$ cat src/rtl/chipset_cfg_regs.sv
module chipset_cfg_regs #(
  parameter int             ADDR_W    = 16,
  parameter logic [15:0]    IDX_PORT  = 16'h0022,
  parameter logic [15:0]    DATA_PORT = 16'h0023,
  parameter logic [15:0]    SCR0_PORT = 16'h00E1,
  parameter logic [15:0]    SCR1_PORT = 16'h00E2,
  parameter logic [7:0]     IDX_LO    = 8'h50,
  parameter logic [7:0]     IDX_HI    = 8'h76,
  parameter logic [7:0]     MASK_IDX  = 8'h58,
  parameter logic [7:0]     MASK_BITS = 8'h08,
  parameter int             NREG      = int'(IDX_HI) - int'(IDX_LO) + 1
) (
  input  logic              clk,
  input  logic              rst_n,
  input  logic [5:0]        mem_size_code,
  input  logic              slow_strap,
  input  logic [ADDR_W-1:0] io_addr,
  input  logic              io_wr,
  input  logic              io_rd,
  input  logic [7:0]        io_wdata,
  output logic [7:0]        io_rdata,
  output logic              io_claim,
  output logic              evt_valid,
  output logic [7:0]        evt_index,
  output logic [7:0]        evt_xor,
  output logic [NREG*8-1:0] cfg_regs
);
  localparam int OFF_W = $clog2(NREG);

  logic [7:0] regs [NREG];
  logic [7:0] cur_idx;
  logic [7:0] scr0, scr1;

  wire hit_idx  = io_addr == ADDR_W'(IDX_PORT);
  wire hit_data = io_addr == ADDR_W'(DATA_PORT);
  wire hit_s0   = io_addr == ADDR_W'(SCR0_PORT);
  wire hit_s1   = io_addr == ADDR_W'(SCR1_PORT);
  wire decoded  = hit_idx | hit_data | hit_s0 | hit_s1;
  wire rd_go    = io_rd & ~io_wr;

  wire in_win_wd  = (io_wdata >= IDX_LO) && (io_wdata <= IDX_HI);
  wire idx_ok     = (cur_idx >= IDX_LO) && (cur_idx <= IDX_HI);
  wire [7:0] off8 = cur_idx - IDX_LO;
  wire [OFF_W-1:0] off = idx_ok ? off8[OFF_W-1:0] : '0;
  wire [7:0] cur_val = regs[off];

  wire wr_idx  = io_wr & hit_idx & in_win_wd;
  wire wr_data = io_wr & hit_data & idx_ok;
  wire rd_data = rd_go & hit_data & idx_ok;

  function automatic logic [7:0] dflt(input int i, input logic strap, input logic [5:0] code);
    logic [7:0] a;
    a = IDX_LO + 8'(i);
    case (a)
      8'h58:   dflt = {strap, 7'b0};
      8'h59:   dflt = {2'b01, code};
      8'h61:   dflt = 8'h09;
      8'h62:   dflt = 8'hFF;
      8'h6F:   dflt = 8'h20;
      8'h73:   dflt = 8'hF0;
      8'h76:   dflt = 8'h01;
      default: dflt = 8'h00;
    endcase
  endfunction

  always_ff @(posedge clk) begin
    if (!rst_n) begin
      for (int i = 0; i < NREG; i++) regs[i] <= dflt(i, slow_strap, mem_size_code);
      cur_idx   <= '0;
      scr0      <= 8'hFF;
      scr1      <= 8'hFF;
      evt_valid <= 1'b0;
      evt_index <= '0;
      evt_xor   <= '0;
    end else begin
      evt_valid <= wr_data;
      if (wr_data) begin
        regs[off] <= io_wdata;
        evt_index <= cur_idx;
        evt_xor   <= cur_val ^ io_wdata;
      end
      if (wr_idx)                cur_idx <= io_wdata;
      else if (wr_data | rd_data) cur_idx <= '0;
      if (io_wr & hit_s0) scr0 <= io_wdata;
      if (io_wr & hit_s1) scr1 <= io_wdata;
    end
  end

  wire [7:0] data_rd = !idx_ok ? 8'hFF :
                       (cur_idx == MASK_IDX) ? (cur_val & ~MASK_BITS) : cur_val;

  always_comb begin
    io_rdata = 8'hFF;
    if (rd_go) begin
      if (hit_idx)       io_rdata = cur_idx;
      else if (hit_data) io_rdata = data_rd;
      else if (hit_s0)   io_rdata = scr0;
      else if (hit_s1)   io_rdata = scr1;
    end
  end

  assign io_claim = (io_wr | io_rd) & decoded;

  for (genvar g = 0; g < NREG; g++) begin : g_flat
    assign cfg_regs[g*8 +: 8] = regs[g];
  end

  AST_IDX_IN_WINDOW: assert property (@(posedge clk) disable iff (!rst_n)
    (cur_idx == 8'h00) || idx_ok);
  AST_IDX_CLEARS: assert property (@(posedge clk) disable iff (!rst_n)
    ((wr_data | rd_data) && !wr_idx) |=> (cur_idx == 8'h00));
  AST_BAD_DATA_KEEPS_IDX: assert property (@(posedge clk) disable iff (!rst_n)
    (io_wr && hit_data && !idx_ok) |=> $stable(cur_idx));
  AST_EVT_SINGLE: assert property (@(posedge clk) disable iff (!rst_n)
    evt_valid |=> !evt_valid);
  AST_EVT_ON_WRITE: assert property (@(posedge clk) disable iff (!rst_n)
    wr_data |=> (evt_valid && evt_index == $past(cur_idx)));
  AST_MASK_BIT: assert property (@(posedge clk) disable iff (!rst_n)
    (rd_go && hit_data && cur_idx == MASK_IDX) |-> ((io_rdata & MASK_BITS) == 8'h00));
  AST_UNCLAIMED_FF: assert property (@(posedge clk) disable iff (!rst_n)
    !io_claim |-> (io_rdata == 8'hFF));
endmodule

$ cat config.mk
export PLATFORM = sky130hd
export DESIGN_NAME = chipset_cfg_regs
export DESIGN_NICKNAME = d
export VERILOG_FILES = /design/src/rtl/chipset_cfg_regs.sv
export SDC_FILE = /design/constraint.sdc
export NUM_CORES = 1
export LEC_CHECK = 0
export ABC_AREA = 1
export BUFFER_PORTS_ARGS = -buffer_cell sky130_fd_sc_hd__buf_4
export CAP_MARGIN = 30
export CORE_MARGIN = 2
export CORE_UTILIZATION = 30
export CTS_BUF_LIST = sky130_fd_sc_hd__clkbuf_2
export CTS_CLUSTER_SIZE = 28
export DETAILED_ROUTE_END_ITERATION = 6
export SETUP_SLACK_MARGIN = 0.02
export SKIP_CTS_REPAIR_TIMING = 1
export SLEW_MARGIN = 40
export SYNTH_ARGS = -nofsm -noshare
export SYNTH_HDL_FRONTEND = slang
export SYNTH_SLANG_ARGS = --single-unit
$ cat constraint.sdc
create_clock -name clk -period 4.9 [get_ports clk]
set_input_delay 0.49 -clock clk [delete_from_list [all_inputs] [get_ports clk]]
set_output_delay 0.49 -clock clk [all_outputs]
set_load 0.02 [all_outputs]
==> run metrics <==
status complete, but fails checks; failing checks setup timing; top-count cell post-synth nand2_1; P_int 6.83 mW; Tcrit/Tclk final 101%; Synth Register Bits about 550; Rel. slew slack about two fifths; Cell Area, Synth between 0.02 and 0.03 mm²; die area 0.0869 mm²; Worst Setup SP cur_idx[5]; initial antenna violation count 5; clk_lat worst skew 1.35 ns; Mapped Cells 2733; RSZ-0062 raised after global routing true; reg2reg start cur_idx[4]; main combinational cell family by area after synthesis simple AND/OR/NAND/NOR gates; clock root buffer clkbuf_2; Hold Violations, Final 0; clock power share 34.9%; DPL Wire Length 72.9 mm; CP max stage delay 0.40 ns; Flop pwr share 57.3%; Layout fillers 8454; clk slew on worst S/H paths 0.12 ns; xor/xnor cell area share of the yosys netlist 0%; nets 3332; HP Start mem_size_code[3]; Least-Margin Pin Slew 0.922 ns; num rows about 110; mux cell area share after synthesis 0%; grt total ovfl 0; DRT Pass-1 Iters 5; Fmax between 200 and 250 MHz; initial DRC count 2581; CP arrival 4.47 ns; Reg2Reg Depth 19; critical path capture point type primary output; final setup vio count 2; Setup Crit Path Kind flop to primary output; worst min path class input port to flop; first-pass GRT wire length 144 mm; max capacitance violation total 0; Post-Syn Nets 2771; leak pwr 14.6 nW; hold path cells 4; ratio of cells with drive above 1 in the final layout 27.5%; most used cell, CP nand2_1; synth top area cells edfxtp_1 (61%), nand2_1 (15%), nor2_1 (6.3%), dfxtp_1 (3.2%), inv_1 (3.1%); Vias/cell 5.06; combinational share of power 7.8%; Top FF cell, synth edfxtp_1; Slowest cell on crit path dfxtp_4; placed cell area 0.0296 mm²; Area growth, synth to finish 30.3%; ranking of synthesized cells by instance count nand2_1 (1001), edfxtp_1 (512), nor2_1 (429); chip height 295 µm; PD cells between 200 and 300 mW/mm²; Die X 295 µm; Detailed Route WL 110 mm; vias in the first global route 21.0k; Final Worst Setup Slack -0.0573 ns; startpoint types flop; Synth Area in Adders 0.148%; core area 0.0837 mm²; Setup Skew 0.0886 ns; Setup TNS Final -0.113 ns; GRT Util Overall 23.2%; FFs w/ async S/R, synth 0%; H-tree lvl count 4; Avg Inst Size Synth 9.28 µm²; Final Instance Area 0.0331 mm²; Residual DRC 0; clk sinks 553; IO Count between 300 and 400; Synth top area share 60.6%; YS warnings 0; pin count of the biggest net entering global routing 85; Post-synth EDFFs 512; Yosys cell types 36; count of final max-slew check failures 0; routed len/inst 24.3 µm; cell taking the most area after synthesis edfxtp_1; Net Switching between 2 and 3 mW; area fraction in compound gates after synthesis 5.10%; CTS max path bufs 3; CTS tree built; maximum VDD drop 0.157 mV; Post-Synth Simple-Gate Area 25.0%; crit-path max FO 9; Tmin final 4.96 ns; switching share of power 27.1%; total CTS buffers 141; Final ANT Viol Nets 0; routability cong. 0.961; required time worst endpoint ~4.4 ns; Initial Util 30.3%; DR vias 22.9k; sequential element share of the synthesized area between 60 and 70%; PortBufs 372; worst path cell trace inv_4, ha_4, nand3_4, o21ai_4, buf_12, buf_12, nand3_4, buf_12, buf_4, clkbuf_16, o211ai_1, nand2_1, nor2_2, nand2_1, nand3_2, nand3_2, nand2_2, nand2_1, nand2_1, nand2_2, buf_6
[area by class of cell]
type                       instances  area, µm²  area share [%]
sequential                       553      16200            49.0
antenna                            6       15.0          0.0454
tap                             1134       1420            4.29
clock buffer                     201       1010            3.04
multi-input combinational       1804       8250            24.9
clock inverter                    32        260           0.787
inverter                         233        896            2.71
timing repair buffer             561       5000            15.1
[registers in the layout (all words and copies together) (netlist names)]
name       flops
scr0           8
evt_index      8
evt_valid      1
scr1           8
cur_idx        8
evt_xor        8
regs         512
[final timing paths]
kind                   to  slack (ns)
max           io_rdata[1]       -0.06
min reg2reg  evt_index[7]        0.48
min            regs[9][3]        0.03
max reg2reg   regs[15][5]        0.37
[kinds of logic (layout without fill, tap and decap cells)]
family / count (synthesis) / in the layout
compound gates: 205 / 205
fa+ha+maj: 3 / 3
buf+inv: 377 / 1027
flops: 553 / 553
other cells: 0 / 6
simple gates: 1595 / 1596
[through the flow]
stage	power [mW]	hold WS, ns	setup WS [ns]	utilization [%]	cells
2_1_floorplan	5.74	0.446	1.84	-	2733
3_3_place_gp	6.18	0.455	0.604	35.4	4165
3_5_place_dp	6.18	0.463	0.562	35.4	4165
4_1_cts	9.38	-0.686	-0.948	36.9	4398
5_1_grt	9.68	-0.0131	-0.279	39.5	4524
6_report	9.38	0.0303	-0.0573	39.5	4524
[critical path: cells and delay by family, from the launching register on]
family / cells / cell delay, ns
AO/OA/AOI/OAI: 2 / 0.33
adder cells (fa/ha/maj): 1 / 0.14
buffers and inverters: 7 / 1.04
flip-flops: 1 / 0.40
AND/OR/NAND/NOR: 11 / 1.22
[cell usage in the layout (no fill, tap or decap), types with 22 or more instances in the layout]
master           n
nand2_1        941
edfxtp_1       512
buf_4          457
nor2_1         397
clkbuf_2       201
inv_1          200
o211ai_1        91
nand3_1         72
nand2_2         60
a21oi_1         37
dlygate4sd3_1   37
dfxtp_1         34
nand4_1         30
inv_2           28
buf_6           26
o21ai_1         25
o21ai_0         25
nor2_2          24
nor2_4          23
clkinv_1        22
[power groups by stage]
stage | clock network (mW) | registers [mW] | logic, mW
after floorplan | 0 | 5.58 | 0.159
after global placement | 0 | 5.49 | 0.695
after detailed placement | 0 | 5.48 | 0.698
after CTS | 3.31 | 5.38 | 0.699
after global routing | 3.53 | 5.38 | 0.767
final | 3.27 | 5.37 | 0.732
[per-layer routing]
layer,routed length [µm],GRT usage (%),vias to the layer above
li1,-,-,10149
met1,40500,28.4,11013
met5,14,0,-
met2,52400,38.0,1468
met4,4860,10.6,2
met3,12300,6.60,264
No activity file was read; power rests on OpenSTA's default activity.
